### src/rtl/hzd_pkg.sv
package hzd_pkg;
  // Order of the later pipeline stages compared against decode sources.
  typedef enum logic [1:0] {
    STG_EX  = 2'd0,
    STG_MEM = 2'd1,
    STG_WB  = 2'd2
  } stage_e;

  localparam int NUM_LATER = 3;
  localparam int NUM_SRC   = 2;
endpackage

### src/rtl/hzd_dest_match.sv
module hzd_dest_match #(
  parameter int REG_W = 3
) (
  input  logic [REG_W-1:0] src_i,
  input  logic [REG_W-1:0] rd_i,
  input  logic             wen_i,
  output logic             hit_o
);
  logic src_live;

  always_comb begin
    src_live = (src_i != '0);
    hit_o    = src_live && wen_i && (src_i == rd_i);
  end

  // a hit needs a nonzero source and an enabled writer
  always_comb begin
    if (hit_o) begin
      p_hit_needs_source_r4: assert (src_i != '0);
      p_hit_needs_wen_r5:    assert (wen_i);
    end
  end
endmodule

### src/rtl/hzd_operand_scan.sv
module hzd_operand_scan #(
  parameter int REG_W = 3,
  parameter int NSTG  = 3
) (
  input  logic [REG_W-1:0]      src_i,
  input  logic [NSTG-1:0][REG_W-1:0] rd_i,
  input  logic [NSTG-1:0]       wen_i,
  output logic                  busy_o
);
  logic [NSTG-1:0] stage_hit;

  for (genvar s = 0; s < NSTG; s++) begin : g_stage
    hzd_dest_match #(.REG_W(REG_W)) u_match (
      .src_i (src_i),
      .rd_i  (rd_i[s]),
      .wen_i (wen_i[s]),
      .hit_o (stage_hit[s])
    );
  end

  always_comb busy_o = |stage_hit;

  // no enabled stage means the operand is never busy
  always_comb begin
    if (wen_i == '0) p_idle_stages_r5: assert (!busy_o);
  end
endmodule

### src/rtl/hzd_stall_ctrl.sv
module hzd_stall_ctrl
  import hzd_pkg::*;
#(
  parameter int REG_W = 3
) (
  input  logic [REG_W-1:0] src_a_i,
  input  logic [REG_W-1:0] src_b_i,
  input  logic [REG_W-1:0] ex_rd_i,
  input  logic             ex_wen_i,
  input  logic [REG_W-1:0] mem_rd_i,
  input  logic             mem_wen_i,
  input  logic [REG_W-1:0] wb_rd_i,
  input  logic             wb_wen_i,
  output logic             pc_wen_o,
  output logic             fd_wen_o,
  output logic             bubble_o
);
  logic [NUM_LATER-1:0][REG_W-1:0] rd_vec;
  logic [NUM_LATER-1:0]            wen_vec;
  logic [NUM_SRC-1:0][REG_W-1:0]   src_vec;
  logic [NUM_SRC-1:0]              src_busy;
  logic                            stall;

  always_comb begin
    rd_vec[STG_EX]   = ex_rd_i;
    rd_vec[STG_MEM]  = mem_rd_i;
    rd_vec[STG_WB]   = wb_rd_i;
    wen_vec[STG_EX]  = ex_wen_i;
    wen_vec[STG_MEM] = mem_wen_i;
    wen_vec[STG_WB]  = wb_wen_i;
    src_vec[0]       = src_a_i;
    src_vec[1]       = src_b_i;
  end

  for (genvar k = 0; k < NUM_SRC; k++) begin : g_src
    hzd_operand_scan #(.REG_W(REG_W), .NSTG(NUM_LATER)) u_scan (
      .src_i  (src_vec[k]),
      .rd_i   (rd_vec),
      .wen_i  (wen_vec),
      .busy_o (src_busy[k])
    );
  end

  always_comb begin
    stall    = |src_busy;
    pc_wen_o = !stall;
    fd_wen_o = !stall;
    bubble_o = stall;
  end

  always_comb begin
    // two zero sources never hold the pipeline
    if (src_a_i == '0 && src_b_i == '0)
      p_zero_sources_r4: assert (pc_wen_o && !bubble_o);
    // a live source A match in the execute stage forces a stall
    if (src_a_i != '0 && ex_wen_i && src_a_i == ex_rd_i)
      p_src_a_ex_r2: assert (bubble_o && !pc_wen_o);
    // a live source B match in the write-back stage forces a stall
    if (src_b_i != '0 && wb_wen_i && src_b_i == wb_rd_i)
      p_src_b_wb_r3: assert (bubble_o && !fd_wen_o);
    // no enabled writer at all leaves the pipeline free
    if (!ex_wen_i && !mem_wen_i && !wb_wen_i)
      p_no_writer_r1: assert (pc_wen_o && fd_wen_o && !bubble_o);
  end
endmodule

### config.mk
export PLATFORM = sky130hd
export DESIGN_NAME = hzd_stall_ctrl
export DESIGN_NICKNAME = d
export VERILOG_FILES = /design/src/rtl/hzd_pkg.sv /design/src/rtl/hzd_dest_match.sv /design/src/rtl/hzd_operand_scan.sv /design/src/rtl/hzd_stall_ctrl.sv
export SDC_FILE = /design/constraint.sdc
export NUM_CORES = 1
export LEC_CHECK = 0
export BUFFER_PORTS_ARGS = -buffer_cell sky130_fd_sc_hd__buf_2
export CAP_MARGIN = 25
export CORE_AREA = 2 2 39 41
export DETAILED_ROUTE_END_ITERATION = 6
export DIE_AREA = 0 0 41 43
export REMOVE_ABC_BUFFERS = 1
export SYNTH_ARGS = -nofsm -noshare
export SYNTH_HDL_FRONTEND = slang
export SYNTH_SLANG_ARGS = --single-unit
export TNS_END_PERCENT = 100
### constraint.sdc
create_clock -name vclk -period 2.68
set_input_delay 0.134 -clock vclk [all_inputs]
set_output_delay 0.134 -clock vclk [all_outputs]
set_load 0.005 [all_outputs]
## Word-level counts from Yosys, hierarchy flattened

Index checks and enable logic that the tools add are counted.
Widths: inputs -> output; s select.

- Equality and inequality tests: 6
- Reductions and logical operators: 16

Operator list:

| cell | count |
|---|---|
| $eq 3x3->1 | 6 |
| $logic_and 1x1->1 | 12 |
| $reduce_bool 3->1 | 2 |
| $reduce_or 6->1 | 1 |
| $logic_not 1->1 | 1 |

- Word-level logic and storage cells: 22
- Input port bits: 18
- Register bits: 0

## Depth between registers and ports, before layout

- Depth in word-level cells: 5
- Depth in mapped cells: 6

## Cells and area by module

A second synthesis with hierarchy kept.

- Cell total of the unflattened synthesis: 41
- Area total of the unflattened synthesis: 307.8 um^2

By module, submodules not included:

| module | seq. area each (um^2) | cells an instance | area an instance (um^2) | instances |
|---|---|---|---|---|
| hzd_dest_match | 0.0 | 6 | 46.3 | 6 |
| hzd_stall_ctrl | 0.0 | 3 | 17.5 | 1 |
| hzd_operand_scan | 0.0 | 1 | 6.3 | 2 |

## Worst setup path after synthesis

Ideal clock, no wire load.

- Path type: input -> output
- Start: input port src_a_i[2]
- End: output port pc_wen_o
- Setup slack: 1318 ps
- Data arrival time: 1228 ps
- Stages on the path: 6
- Buffers on the path: 2
- Path through: buf_6 or3b_1 a211o_1 a21oi_2 nor4_1 buf_4

- Word-level cells in the longest chain between the ends: 5
- Elaborated cells on any way between the ends: 12

Ends and longest elaborated chain:

| element | line | source |
|---|---|---|
| start: declaration | hzd_stall_ctrl.sv:6 | `input logic [REG_W-1:0] src_a_i,` |
| $reduce_bool 3->1 | hzd_dest_match.sv:12 | `src_live = (src_i != '0);` |
| $logic_and 1x1->1 (2 in a row) | hzd_dest_match.sv:13 | `hit_o = src_live && wen_i && (src_i == rd_i);` |
| $reduce_or 6->1 * | hzd_stall_ctrl.sv:45 | `stall = \|src_busy;` |
| $logic_not 1->1 * | - |  |
| end: declaration | hzd_stall_ctrl.sv:14 | `output logic pc_wen_o,` |

Every way passes the cells marked *; elsewhere a longest branch is shown, timed or not.

## Worst setup path in the final report

- Start: input port src_a_i[2]
- End: output port pc_wen_o

- Word-level cells in the longest chain between the ends: 5
- Elaborated cells on any way between the ends: 12

Ends and longest elaborated chain:

| element | line | source |
|---|---|---|
| $reduce_bool 3->1 | hzd_dest_match.sv:12 |  |
| $logic_and 1x1->1 (2 in a row) | hzd_dest_match.sv:13 |  |
| $reduce_or 6->1 * | hzd_stall_ctrl.sv:45 |  |
| $logic_not 1->1 * | hzd_stall_ctrl.sv:46 | `pc_wen_o = !stall;` |

Marks and branches as above.

==> run summary <==
The final net count came out at 77. The die width was 41 µm; the number of instances resized during post-cts repair was 0. The tools report the number of design rule violations left after detail routing as 0.

The leftover overflow at the end of global routing is 0. The detailed router's first-iteration violation count is 6. Number of port buffers: 21. The flow ran to the end, and the final reports show no timing, DRC or antenna violations.

The layout has 0 clock buffers. The logs give 1190 µm for the first-pass GRT wire length and 19 for the number of distinct library cells after synthesis. The critical path launch point type was an input port. The logs give 0 for the number of buffers added for setup after CTS and 0 ps for the setup TNS.

The static leakage power is 0.157 nW. The number of slew-limit violations in the final report was 0; the data arrival time of the critical path was 1290 ps. The worst-case IR drop observed on VDD is 0.0682 mV. The area share of xor/xnor cells in the synthesized design works out to 50.0%.

Once detail routing completed, the nets flagged for antenna violations numbered 0. The logs give 280 µm² for the synthesized area and 665 µm for the placed wire-length estimate. By startpoint and endpoint, the worst setup path is classified as input port to primary output. For the count of endpoints failing hold in the final timing report, the log shows 0. The worst min-delay path class was input port to primary output. The final period demand of the worst path works out to 1420 ps.

The area of the die is 1760 µm², and the number of antenna violations at the first check in global routing is 0. Prior to clock tree synthesis, the placed netlist has a worst setup slack of 1250 ps. The pre-antenna-repair detailed-routing pass consisted of 2 iterations. The biggest area contributor in the post-synthesis netlist is sky130_fd_sc_hd__xnor2_1. Summing all flip-flop and latch instances after layout gives 0 µm². By area the synthesized netlist is led by sky130_fd_sc_hd__xnor2_1 (44%), sky130_fd_sc_hd__nand4_1 (8.9%), sky130_fd_sc_hd__xor2_1 (6.3%). After layout, the worst path uses 53.1% of the clock period. The achievable frequency is 702 MHz, and the initial standard-cell utilization of the core is 20.3%.

By area, the combinational part of the netlist is dominated by XOR/XNOR gates. The adder-cell share of the synthesized area was 0%; the post-synthesis compound-gate area fraction was 15.2%. The congestion estimate from routability-driven global placement came to 0.832. The area growth from synthesis to layout was 37.9%; the number of failing setup endpoints in the final timing report was 0. Data on the critical path is required at its endpoint by 2550 ps. After synthesis, the largest area contributor takes up 43.8% of total cell area. The share of the yosys chip area belonging to registers was 0%; the via count of the first global-routing pass was 308. The placeable core area was 1380 µm².

The repair_antennas step left the layout with diodes totalling 0. After floorplanning, the core was divided into 14 placement rows. In this run the power density over the cells is 179 nW/µm². The largest fanout on the critical path was 6. Die height: 43 µm. Setup repair after global routing left no endpoint under its margin.

The top-level I/O count is 21, and the simple-gate share of the synthesized area is 26.8%. Number of synthesis warnings: 0. The worst setup margin came out at 1260 ps.

Overall via count from detail_route: 329. Among all cell types in the netlist, the one instantiated most often is sky130_fd_sc_hd__xnor2_1. The logs give 77.5% for the relative slew slack and 0 for the sequential cell count. For this block, the routed nets add up to 706 µm of wire. The average size of a mapped cell is 7.38 µm².

Capturing element type of the critical path: a primary output. The run gives 38 as the number of instances in the synthesized netlist. By count the netlist is led by sky130_fd_sc_hd__xnor2_1 (14), sky130_fd_sc_hd__nand4_1 (4), sky130_fd_sc_hd__nand2_1 (2), sky130_fd_sc_hd__nor4_1 (2), sky130_fd_sc_hd__xor2_1 (2). The vias per cell was 4.51; the share of final-layout standard cells stronger than drive strength 1 was 38.6%. The tools report the maximum number of pins on one net before global-route repair as 7. The wire length per cell works out to 9.67 µm. The logs give 9.29% for the global-route usage over all layers and 0 for the number of violations of the max-capacitance limit.

At the pin with the least slew margin, the transition time is 335 ps. For the quantity of hold-fixing buffers added after cts, the log shows 0. The mux cell area share after synthesis is 0%.
==> stage by stage <==
| step | instances | cell area (µm²) | power (mW) | utilization, % | hold slack [ps] |
|---|---|---|---|---|---|
| global route | 73 | 387 | 0.0786 | 27.9 | 779 |
| CTS | 73 | 387 | 0.0703 | 27.9 | 728 |
| detailed placement | 73 | 387 | 0.0701 | 27.9 | 727 |
| global placement | 73 | 387 | 0.0697 | 27.9 | 714 |
| finish | 73 | 387 | 0.0692 | 27.9 | 714 |
| floorplan | 36 | 262 | 0.0354 | - | 489 |
==> power breakdown <==
part | switching [mW] | total (mW) | internal, mW
combinational | 0.0322 | 0.0692 | 0.0370
sequential | 0 | 0 | 0
clock | 0 | 0 | 0
total | 0.0322 | 0.0692 | 0.0370
==> placed cells by master, fill, tap and decap left out <==
cell,synthesis,routed
sky130_fd_sc_hd__inv_1,1,1
sky130_fd_sc_hd__xor2_1,2,2
sky130_fd_sc_hd__nand2_1,2,2
sky130_fd_sc_hd__nand4_1,4,4
sky130_fd_sc_hd__o21a_1,1,1
sky130_fd_sc_hd__a22oi_1,1,1
sky130_fd_sc_hd__or3b_1,1,1
sky130_fd_sc_hd__nor3_1,1,1
sky130_fd_sc_hd__a21oi_1,1,1
sky130_fd_sc_hd__o21ai_0,1,1
sky130_fd_sc_hd__nand3_1,1,1
sky130_fd_sc_hd__or4_1,1,1
sky130_fd_sc_hd__buf_2,0,21
sky130_fd_sc_hd__a21oi_2,1,1
sky130_fd_sc_hd__nor4_1,2,2
sky130_fd_sc_hd__a211o_1,1,1
sky130_fd_sc_hd__nor2_1,1,1
sky130_fd_sc_hd__xnor2_1,14,14
==> worst paths after layout <==
kind	from	to	slack, ps	depth (start not counted)
min	ex_wen_i	fd_wen_o	710	5
max	src_a_i[2]	pc_wen_o	1260	6
==> area by class of cell <==
type	instances	area [µm²]
multi-input cells	35	258
repair buffers	21	105
fillers	155	997
inverters	1	3.75
well taps	16	20.0
==> metal layers <==
metal	routed length, µm	vias up	GRT usage, %	share of wire, %
met1	285	144	10.8	40
met4	0	0	0	0
li1	-	176	-	-
met2	386	9	18.4	55
met3	33	0	0	4.7
met5	0	-	0	0
==> worst max-delay path, stage by stage <==
cell and delay [ps]:
sky130_fd_sc_hd__buf_2 140, sky130_fd_sc_hd__or3b_1 370, sky130_fd_sc_hd__a211o_1 280, sky130_fd_sc_hd__a21oi_2 150, sky130_fd_sc_hd__nor4_1 80, sky130_fd_sc_hd__buf_2 140
==> cells by family (layout without fill, tap and decap cells) <==
group / after synthesis / after routing
XOR/XNOR: 16 / 16
AND/OR/NAND/NOR: 13 / 13
AO/OA/AOI/OAI: 6 / 6
buffers and inverters: 3 / 22
Note: power is estimated with default switching activity, not from simulation.
